`src/rtl/gfx_pack_pkg.sv`:
```
package gfx_pack_pkg;

    // Effective byte handling for one access
    typedef enum logic [1:0] {
        PK_FULL    = 2'd0,
        PK_DROP_HI = 2'd1,
        PK_DROP_LO = 2'd2
    } pack_mode_e;

    // Result currently presented on the outputs
    typedef enum logic [2:0] {
        ST_IDLE       = 3'd0,
        ST_WR_PASS    = 3'd1,
        ST_WR_DROP    = 3'd2,
        ST_RD_MAPPED  = 3'd3,
        ST_RD_DEFAULT = 3'd4
    } beat_state_e;

endpackage

```
`src/rtl/gfx_pack_mode_sel.sv`:
```
module gfx_pack_mode_sel
    import gfx_pack_pkg::*;
#(
    parameter int NUM_BUF = 4,
    parameter int IDX_W   = (NUM_BUF > 1) ? $clog2(NUM_BUF) : 1
) (
    input  logic [IDX_W-1:0]   buf_idx,
    input  logic               blk12,
    input  logic [NUM_BUF-1:0] pack_en,
    input  logic [NUM_BUF-1:0] pack_lsb,
    output pack_mode_e         mode
);

    pack_mode_e per_buf [NUM_BUF];

    for (genvar b = 0; b < NUM_BUF; b++) begin : g_buf
        always_comb begin
            if (!blk12 || !pack_en[b]) begin
                per_buf[b] = PK_FULL;
            end else if (pack_lsb[b]) begin
                per_buf[b] = PK_DROP_LO;
            end else begin
                per_buf[b] = PK_DROP_HI;
            end
        end
    end

    always_comb begin
        mode = PK_FULL;
        for (int b = 0; b < NUM_BUF; b++) begin
            if (buf_idx == IDX_W'(b)) begin
                mode = per_buf[b];
            end
        end
    end

endmodule

```
`src/rtl/gfx_pack_lane_strobe.sv`:
```
module gfx_pack_lane_strobe
    import gfx_pack_pkg::*;
#(
    parameter int LANES = 4
) (
    input  pack_mode_e       mode,
    output logic [LANES-1:0] strb
);

    localparam int TOP_LANE = LANES - 1;

    for (genvar l = 0; l < LANES; l++) begin : g_lane
        always_comb begin
            unique case (mode)
                PK_DROP_HI: strb[l] = (l != TOP_LANE);
                PK_DROP_LO: strb[l] = (l != 0);
                default:    strb[l] = 1'b1;
            endcase
        end
    end

endmodule

```
`src/rtl/gfx_pack_read_merge.sv`:
```
module gfx_pack_read_merge
    import gfx_pack_pkg::*;
#(
    parameter int WORD_W = 32,
    parameter int LANE_W = 8
) (
    input  pack_mode_e        mode,
    input  logic [WORD_W-1:0] mem_word,
    input  logic [LANE_W-1:0] alpha,
    output logic [WORD_W-1:0] merged
);

    localparam int LANES    = WORD_W / LANE_W;
    localparam int TOP_LANE = LANES - 1;

    for (genvar l = 0; l < LANES; l++) begin : g_lane
        logic refill;
        always_comb begin
            unique case (mode)
                PK_DROP_HI: refill = (l == TOP_LANE);
                PK_DROP_LO: refill = (l == 0);
                default:    refill = 1'b0;
            endcase
            merged[l*LANE_W +: LANE_W] = refill ? alpha
                                                : mem_word[l*LANE_W +: LANE_W];
        end
    end

endmodule

```
`src/rtl/gfx_pack_path.sv`:
```
module gfx_pack_path
    import gfx_pack_pkg::*;
#(
    parameter int NUM_BUF = 4,
    parameter int WORD_W  = 32,
    parameter int LANE_W  = 8,
    localparam int IDX_W  = (NUM_BUF > 1) ? $clog2(NUM_BUF) : 1,
    localparam int LANES  = WORD_W / LANE_W
) (
    input  logic               clk,
    input  logic               rst_n,
    input  logic               req_valid,
    input  logic               req_write,
    input  logic [IDX_W-1:0]   req_buf,
    input  logic               req_mapped,
    input  logic [WORD_W-1:0]  req_wdata,
    input  logic [WORD_W-1:0]  mem_rdata,
    input  logic               cfg_blk12,
    input  logic [NUM_BUF-1:0] cfg_pack_en,
    input  logic [NUM_BUF-1:0] cfg_pack_lsb,
    input  logic [LANE_W-1:0]  cfg_alpha,
    input  logic [WORD_W-1:0]  cfg_dflt_word,
    output logic               wr_valid,
    output logic [LANES-1:0]   wr_strb,
    output logic [WORD_W-1:0]  wr_data,
    output logic               rd_valid,
    output logic [WORD_W-1:0]  rd_data
);

    pack_mode_e        acc_mode;
    logic [LANES-1:0]  acc_strb;
    logic [WORD_W-1:0] acc_merged;

    beat_state_e       state_q, state_d;
    logic [WORD_W-1:0] beat_q, beat_d;
    logic [LANES-1:0]  strb_q;

    gfx_pack_mode_sel #(
        .NUM_BUF (NUM_BUF),
        .IDX_W   (IDX_W)
    ) u_mode (
        .buf_idx  (req_buf),
        .blk12    (cfg_blk12),
        .pack_en  (cfg_pack_en),
        .pack_lsb (cfg_pack_lsb),
        .mode     (acc_mode)
    );

    gfx_pack_lane_strobe #(
        .LANES (LANES)
    ) u_strb (
        .mode (acc_mode),
        .strb (acc_strb)
    );

    gfx_pack_read_merge #(
        .WORD_W (WORD_W),
        .LANE_W (LANE_W)
    ) u_merge (
        .mode     (acc_mode),
        .mem_word (mem_rdata),
        .alpha    (cfg_alpha),
        .merged   (acc_merged)
    );

    // Next result state and the word held for it
    always_comb begin
        state_d = ST_IDLE;
        beat_d  = beat_q;
        if (req_valid) begin
            unique case ({req_write, req_mapped})
                2'b11: begin
                    state_d = ST_WR_PASS;
                    beat_d  = req_wdata;
                end
                2'b10: begin
                    state_d = ST_WR_DROP;
                    beat_d  = req_wdata;
                end
                2'b01: begin
                    state_d = ST_RD_MAPPED;
                    beat_d  = acc_merged;
                end
                default: begin
                    state_d = ST_RD_DEFAULT;
                    beat_d  = cfg_dflt_word;
                end
            endcase
        end
    end

    // State register
    always_ff @(posedge clk) begin
        if (!rst_n) begin
            state_q <= ST_IDLE;
            beat_q  <= '0;
            strb_q  <= '0;
        end else begin
            state_q <= state_d;
            beat_q  <= beat_d;
            strb_q  <= acc_strb;
        end
    end

    // Outputs decoded from the state
    always_comb begin
        wr_valid = 1'b0;
        wr_strb  = '0;
        wr_data  = '0;
        rd_valid = 1'b0;
        rd_data  = '0;
        unique case (state_q)
            ST_WR_PASS: begin
                wr_valid = 1'b1;
                wr_strb  = strb_q;
                wr_data  = beat_q;
            end
            ST_WR_DROP: begin
                wr_valid = 1'b1;
                wr_data  = beat_q;
            end
            ST_RD_MAPPED, ST_RD_DEFAULT: begin
                rd_valid = 1'b1;
                rd_data  = beat_q;
            end
            default: ;
        endcase
    end

endmodule

```
`config.mk`:
```
export PLATFORM = sky130hd
export DESIGN_NAME = gfx_pack_path
export DESIGN_NICKNAME = d
export VERILOG_FILES = /design/src/rtl/gfx_pack_pkg.sv /design/src/rtl/gfx_pack_mode_sel.sv /design/src/rtl/gfx_pack_lane_strobe.sv /design/src/rtl/gfx_pack_read_merge.sv /design/src/rtl/gfx_pack_path.sv
export SDC_FILE = /design/constraint.sdc
export NUM_CORES = 1
export LEC_CHECK = 0
export BUFFER_PORTS_ARGS = -buffer_cell sky130_fd_sc_hd__buf_4
export CAP_MARGIN = 20
export CORE_MARGIN = 4
export CORE_UTILIZATION = 38
export CTS_CLUSTER_SIZE = 14
export DETAILED_ROUTE_END_ITERATION = 7
export PLACE_DENSITY = 0.9
export SLEW_MARGIN = 20
export SYNTH_ARGS = -nofsm -noshare
export SYNTH_HDL_FRONTEND = slang
export SYNTH_SLANG_ARGS = --single-unit
```
`constraint.sdc`:
```
create_clock -name clk -period 2.04 [get_ports clk]
set_input_delay 0.51 -clock clk [delete_from_list [all_inputs] [get_ports clk]]
set_output_delay 0.51 -clock clk [all_outputs]
set_load 0.02 [all_outputs]
```
==> summary.txt, run 1 <==
Status -> completed
Arrival @ worst endpoint -> 1.43 ns
Worst-path clk slew -> 0.07 ns
Worst-skew pair later-pin latency -> 0.28 ns
Final GP Congestion -> 0.840
Setup Skew -> 0 ns
DP Wirelength -> 8.05 mm
H-tree depth -> 2
Final slew viol count -> 0
Leakage -> 2.08 nW
Total track usage -> 22.8%
Post-Synthesis Cell Area -> 2750 um^2
Setup crit end kind -> primary output
Area grow syn2layout -> 59.2%
Worst Hold Depth -> 3
Port Buffer Count -> 189
Crit-path cells -> xnor2_1, nor2_2, buf_6, and2_1, buf_4
EDFF count, synth -> 0
CTS tree -> built
Layout cells sized above 1 -> 45.2%
Final Hold Viols -> 0
Sequential cell area fraction in the yosys report -> 27.6%
Yosys warning total -> 0
Synthesized instance count -> 337
# IOs -> 190
CTS sink count -> 38
Hold path start -> req_wdata[28]
Number of global-route vias before repair -> 3318
Die Height -> 93.1 um
Die Wd -> 93.1 um
Worst setup startpoint -> state_q[1]
Grt total ovfl -> 0
Fin util -> 63.5%
Mean Syn Cell Area -> 8.17 um^2
Hold Crit Class -> primary input to flop
CTS Buf Count -> 5
GRT met1 Usage -> 27.3%
Routed WL per cell -> 16.8 um
Worst vdd ir -> 0.242 mV
Final period utilization -> 94.9%
Diodes inserted -> 0
Crit Path Max Fanout -> 18
Worst path slowest cell -> dfxtp_1
Total power -> 0.00198 W
Clock root cell -> clkbuf_8
Antenna-violating nets left -> 0
GR Layer Usage met2 -> 40.9%
Crit-path max cell delay -> 0.39 ns
Synth cell types -> 40
Crit start category -> flop
Hold_ws -> 0.508 ns
CTS hold repair buffers -> 0
Routed via count -> 3274
Worst slew pin tran -> 0.693 ns
Post-synth top area cell -> dfxtp_1
# rows -> 30
R2R Setup Slk -> 1.17 ns
Synth Flop Type -> dfxtp_1
Clock buffer depth -> 2
Die Area -> 8670 um^2
Global-route wire length before repair -> 15.8 mm
Worst Setup Path Type -> flop to primary output
Top-area cell type share of the netlist area -> 27.6%
Largest cells by area after synthesis -> dfxtp_1, and2_1, mux2i_1
Total wire length -> 10.3 mm
M3 GR Usage -> 3.94%
# DRC -> 0
Core Area -> 6910 um^2
Initial DRC count -> 157
Fmax -> 0.516 GHz
Asr flop ratio synth -> 0%
Syn_nets -> 461
Nets -> 639
Vias per cell -> 5.35
Gr busiest metal -> met2
Initial antenna violation count -> 0
Period minus WS final -> 1.94 ns
Depth of the most critical reg-to-reg path -> 2
PD cells -> 452 nW/um^2
Max Cap Viol -> 0
Endpoints failing setup -> 0
Slew headroom -> 53.6%
FF-to-FF End -> beat_q[3]
Largest net degree at the start of global routing -> 50
DR pass1 iterations -> 4
WHS Endpoint -> beat_q[28]
Initial Utilization -> 39.9%
Worst Path Required -> 1.53 ns
Flops & latches, synth -> 38
RR Startpoint -> beat_q[3]
-- cell type report --
class	instances	area, um^2
clock buffer	7	86.3
clock inverter	1	5.00
fill	609	2520
inverter	3	11.3
multi-input combinational	264	1840
sequential	38	762
tap	96	120
timing repair buffer	203	1560
-- cells in the final DEF, fill, tap and decap left out, types with 2 or more instances in the layout --
cell type,netlist,layout
o21ai_1,8,8
nand2_1,27,27
buf_6,1,2
dfxtp_1,38,37
a221oi_1,16,16
o221ai_1,16,16
and2_1,67,67
a21boi_1,7,7
o21ai_0,17,16
and3_2,7,7
clkbuf_8,0,6
buf_4,1,199
a21oi_1,16,16
buf_12,0,2
inv_1,3,3
and3_1,3,3
nand4b_1,2,2
mux2i_1,16,16
a22oi_1,16,16
nor2b_1,17,17
ha_1,4,3
mux2_2,8,8
-- cells by family (layout without fill, tap and decap cells) --
kind of cell | after synthesis | count (layout) | synth area share [%]
flops | 38 | 38 | 27.6
mux | 24 | 24 | 9.09
compound gates | 102 | 102 | 26.7
buf+inv | 35 | 214 | 5.77
xor+xnor | 1 | 1 | 0.318
fa+ha+maj | 4 | 4 | 1.82
simple gates | 133 | 133 | 28.6
-- metal layers --
metal  wire, um  vias up
li1           -     1581
met1       4040     1522
met2       5270      149
met4        241        0
met5          0        -
met3        713       22
-- worst max path at each step --
stage                              to
final                     wr_data[17]
after global routing      wr_data[26]
after CTS                 rd_data[18]
after detailed placement   beat_q[27]
after global placement     beat_q[24]
after floorplan             beat_q[0]
-- report_power, final --
part	leakage [nW]	total, W	internal [W]	switching [W]
clock	0.0482	0.000527	0.000273	0.000255
combinational	1.72	0.000627	0.000341	0.000286
sequential	0.313	0.000829	0.000791	0.0000376
-- per-stage QoR --
stage	setup WS (ns)	cell area, um^2	std cells	TNS, ns
global route	-0.000694	4380	612	-0.000694
global placement	0.0757	4280	604	0
CTS	0.0515	4370	612	0
detailed placement	-0.0287	4280	604	-0.0287
floorplan	0.107	2750	337	0
finish	0.104	4380	612	0
-- state kept, by name, summed over array words and instances (netlist names) --
name / cells
beat_q: 32
state_q: 3
strb_q: 3
-- cell usage after synthesis (all sizes together), types with 2 or more instances --
cell type   n
and2       67
dfxtp      38
nand2      27
o21ai      25
clkbuf     24
nor2b      17
a21oi      16
a221oi     16
a22oi      16
mux2i      16
o221ai     16
and3       10
a21boi      9
buf         8
mux2        8
ha          4
inv         3
nand4b      2
nor2        2
-- repair_timing --
| action | 4_1_cts | 5_1_grt |
|---|---|---|
| endpoints found under the setup margin | 0 | 22 |
| setup buffers | 0 | 0 |
| resized for setup | 0 | 3 |
-- critical path, delay by kind of cell (launching register included) --
family,cells,cell delay [ns]
flip-flops,1,0.39
AND/OR/NAND/NOR,2,0.31
buffers and inverters,2,0.33
XOR/XNOR,1,0.10
No activity file was read; power rests on OpenSTA's default activity.
==> run 2, diff against run 1 <==
Settings changed: CORE_ASPECT_RATIO set to 1.4, CORE_UTILIZATION 38 to 35, MAX_ROUTING_LAYER set to met4, PLACE_DENSITY 0.9 to 0.84.
==> run 2 against run 1 <==
Effect of this change: core utilization fell by 6.5 points; sequential cell count did not move; critical endpoint is now wr_data[10]; global-route usage fell by 1.5 points; power rose by 0.84%; final cell count rose by 0.33%; clock skew did not move; critical path depth did not move; setup slack got worse by 0.0016 ns.
==> summary.txt, run 2 (synthesis results as in run 1) <==
Status -> completed
Antenna-violating nets left -> 0 (unchanged)
Global-route wire length before repair -> 16.0 mm (+0.78%)
H-tree depth -> 2 (unchanged)
Worst Path Required -> 1.53 ns (about the same)
Initial DRC count -> 175 (+11%)
Max Cap Viol -> 0 (unchanged)
# IOs -> 190 (unchanged)
Final GP Congestion -> 0.901 (+7.2%)
Layout cells sized above 1 -> 45.3% (+0.18 points)
Final Hold Viols -> 0 (unchanged)
Depth of the most critical reg-to-reg path -> 2 (unchanged)
CTS Buf Count -> 5 (unchanged)
Setup Skew -> 0 ns (unchanged)
Crit start category -> flop
Max reg flops -> 32 (unchanged)
Biggest register -> beat_q
Total wire length -> 10.3 mm (+0.59%)
WHS Endpoint -> beat_q[1]
Die Area -> 9370 um^2 (+8.1%)
Worst-skew pair later-pin latency -> 0.28 ns (about the same)
Total track usage -> 21.3% (-1.5 points)
R2R Setup Slk -> 1.09 ns (-0.08 ns)
Core Area -> 7700 um^2 (+12%)
Clock buffer depth -> 2 (unchanged)
Largest regs -> beat_q: 32 flops, state_q: 3 flops, strb_q: 3 flops
Worst slew pin tran -> 0.616 ns (-0.0771 ns)
# fillers -> 714 (+17%)
Hold Crit Class -> primary input to flop
Routed via count -> 3284 (+0.31%)
Initial Utilization -> 35.7% (-4.1 points)
Area grow syn2layout -> 59.3% (about the same)
Arrival @ worst endpoint -> 1.43 ns (about the same)
CTS hold repair buffers -> 0 (unchanged)
RR Startpoint -> beat_q[30]
Final period utilization -> 95.0% (about the same)
Footprint of the multi-input gates -> 1840 um^2 (+0.14%)
FF-to-FF End -> beat_q[30]
Register area -> 763 um^2 (+0.16%)
RSZ-0062 raised after global routing -> false
Hold path start -> req_wdata[1]
Routed WL per cell -> 16.8 um (+0.27%)
Fin Setup TNS -> 0 ns (unchanged)
Final slew viol count -> 0 (unchanged)
Crit Path Max Fanout -> 28 (+10)
Leakage -> 2.08 nW (-0.26%)
DP Wirelength -> 8.18 mm (+1.7%)
Total power -> 0.00200 W (+0.84%)
Worst Hold Depth -> 3 (unchanged)
DR pass1 iterations -> 5 (+1)
Worst-path clk slew -> 0.08 ns (about the same)
CTS tree -> built
Nets -> 637 (-0.31%)
Setup crit end kind -> primary output
Die Height -> 113 um (+21%)
Vias per cell -> 5.35 (about the same)
Port Buffer Count -> 189 (unchanged)
Worst vdd ir -> 0.339 mV (+40%)
CTS sink count -> 38 (unchanged)
Fmax -> 0.516 GHz (about the same)
# DRC -> 0 (unchanged)
Number of global-route vias before repair -> 3287 (-0.93%)
Clock root cell -> clkbuf_8
Initial antenna violation count -> 0 (unchanged)
Slew headroom -> 58.8% (+5.2 points)
Endpoints failing setup -> 0 (unchanged)
Worst Setup Path Type -> flop to primary output
Most frequent cells in the layout -> buf_4, and2_1, dfxtp_1, nand2_1, nor2b_1
Die Wd -> 83.0 um (-11%)
Diodes inserted -> 0 (unchanged)
Most common cell after layout, fill and taps aside -> buf_4
PD cells -> 456 nW/um^2 (+0.78%)
Period minus WS final -> 1.94 ns (+0.00158 ns)
Largest net degree at the start of global routing -> 39 (-22%)
Grt total ovfl -> 0 (unchanged)
# rows -> 38 (+27%)
run 2: per-stage QoR:
| stage | worst slack (ns) | area, um^2 | instances | util [%] | hold slack [ns] |
|---|---|---|---|---|---|
| floorplan | 0.107 | 2750 | 337 | - | 0.488 |
| global placement | 0.0599 | 4280 | 605 | 55.5 | 0.509 |
| finish | 0.102 | 4390 | 614 | 56.9 | 0.507 |
| CTS | 0.0429 | 4380 | 614 | 56.8 | 0.500 |
| detailed placement | 0.0272 | 4280 | 605 | 55.5 | 0.517 |
| global route | 0.0102 | 4390 | 614 | 56.9 | 0.509 |
run 2: layout make-up:
cell class	instances	share of cell area, %
inverters	3	0.257
clock inverters	1	0.114
well taps	100	2.85
repair buffers	201	35.3
flip-flops and latches	38	17.4
multi-input cells	264	42.1
clock buffers	7	1.97
run 2: how the worst max path moves through the flow:
stage                from           to  slack, ns  cells after the start
2_1_floorplan  req_mapped    beat_q[0]       0.11                      8
3_3_place_gp   req_buf[0]    beat_q[4]       0.06                      6
3_5_place_dp   req_buf[0]    beat_q[7]       0.03                      6
4_1_cts        state_q[1]  rd_data[20]       0.04                      5
5_1_grt        state_q[1]  wr_data[10]       0.01                      5
6_report       state_q[1]  wr_data[10]       0.10                      5
run 2: where the power goes:
group | internal, W | switching [W] | leakage, nW
registers | 0.000791 | 0.0000392 | 0.313
logic | 0.000343 | 0.000287 | 1.72
clock network | 0.000273 | 0.000266 | 0.0482
total | 0.00141 | 0.000593 | 2.08
run 2: per-layer routing:
layer,vias to the layer above,GRT usage (%),part of all wire [%]
met1,1516,23.8,39
met4,0,8.72,3.0
met2,171,37.9,52
met3,24,3.13,6.3
met5,-,-,0
li1,1573,-,-
run 2: timing repair:
item,4_1_cts,5_1_grt
setup buffers,1,0
setup endpoints to repair,12,51
resized for setup,0,4
pin swaps,1,1
run 2: critical path: stages (launching register included):
cell and delay, ns:
dfxtp_2 0.35, xnor2_1 0.13, nor2_2 0.16, buf_12 0.18
and2_1 0.16, buf_4 0.14
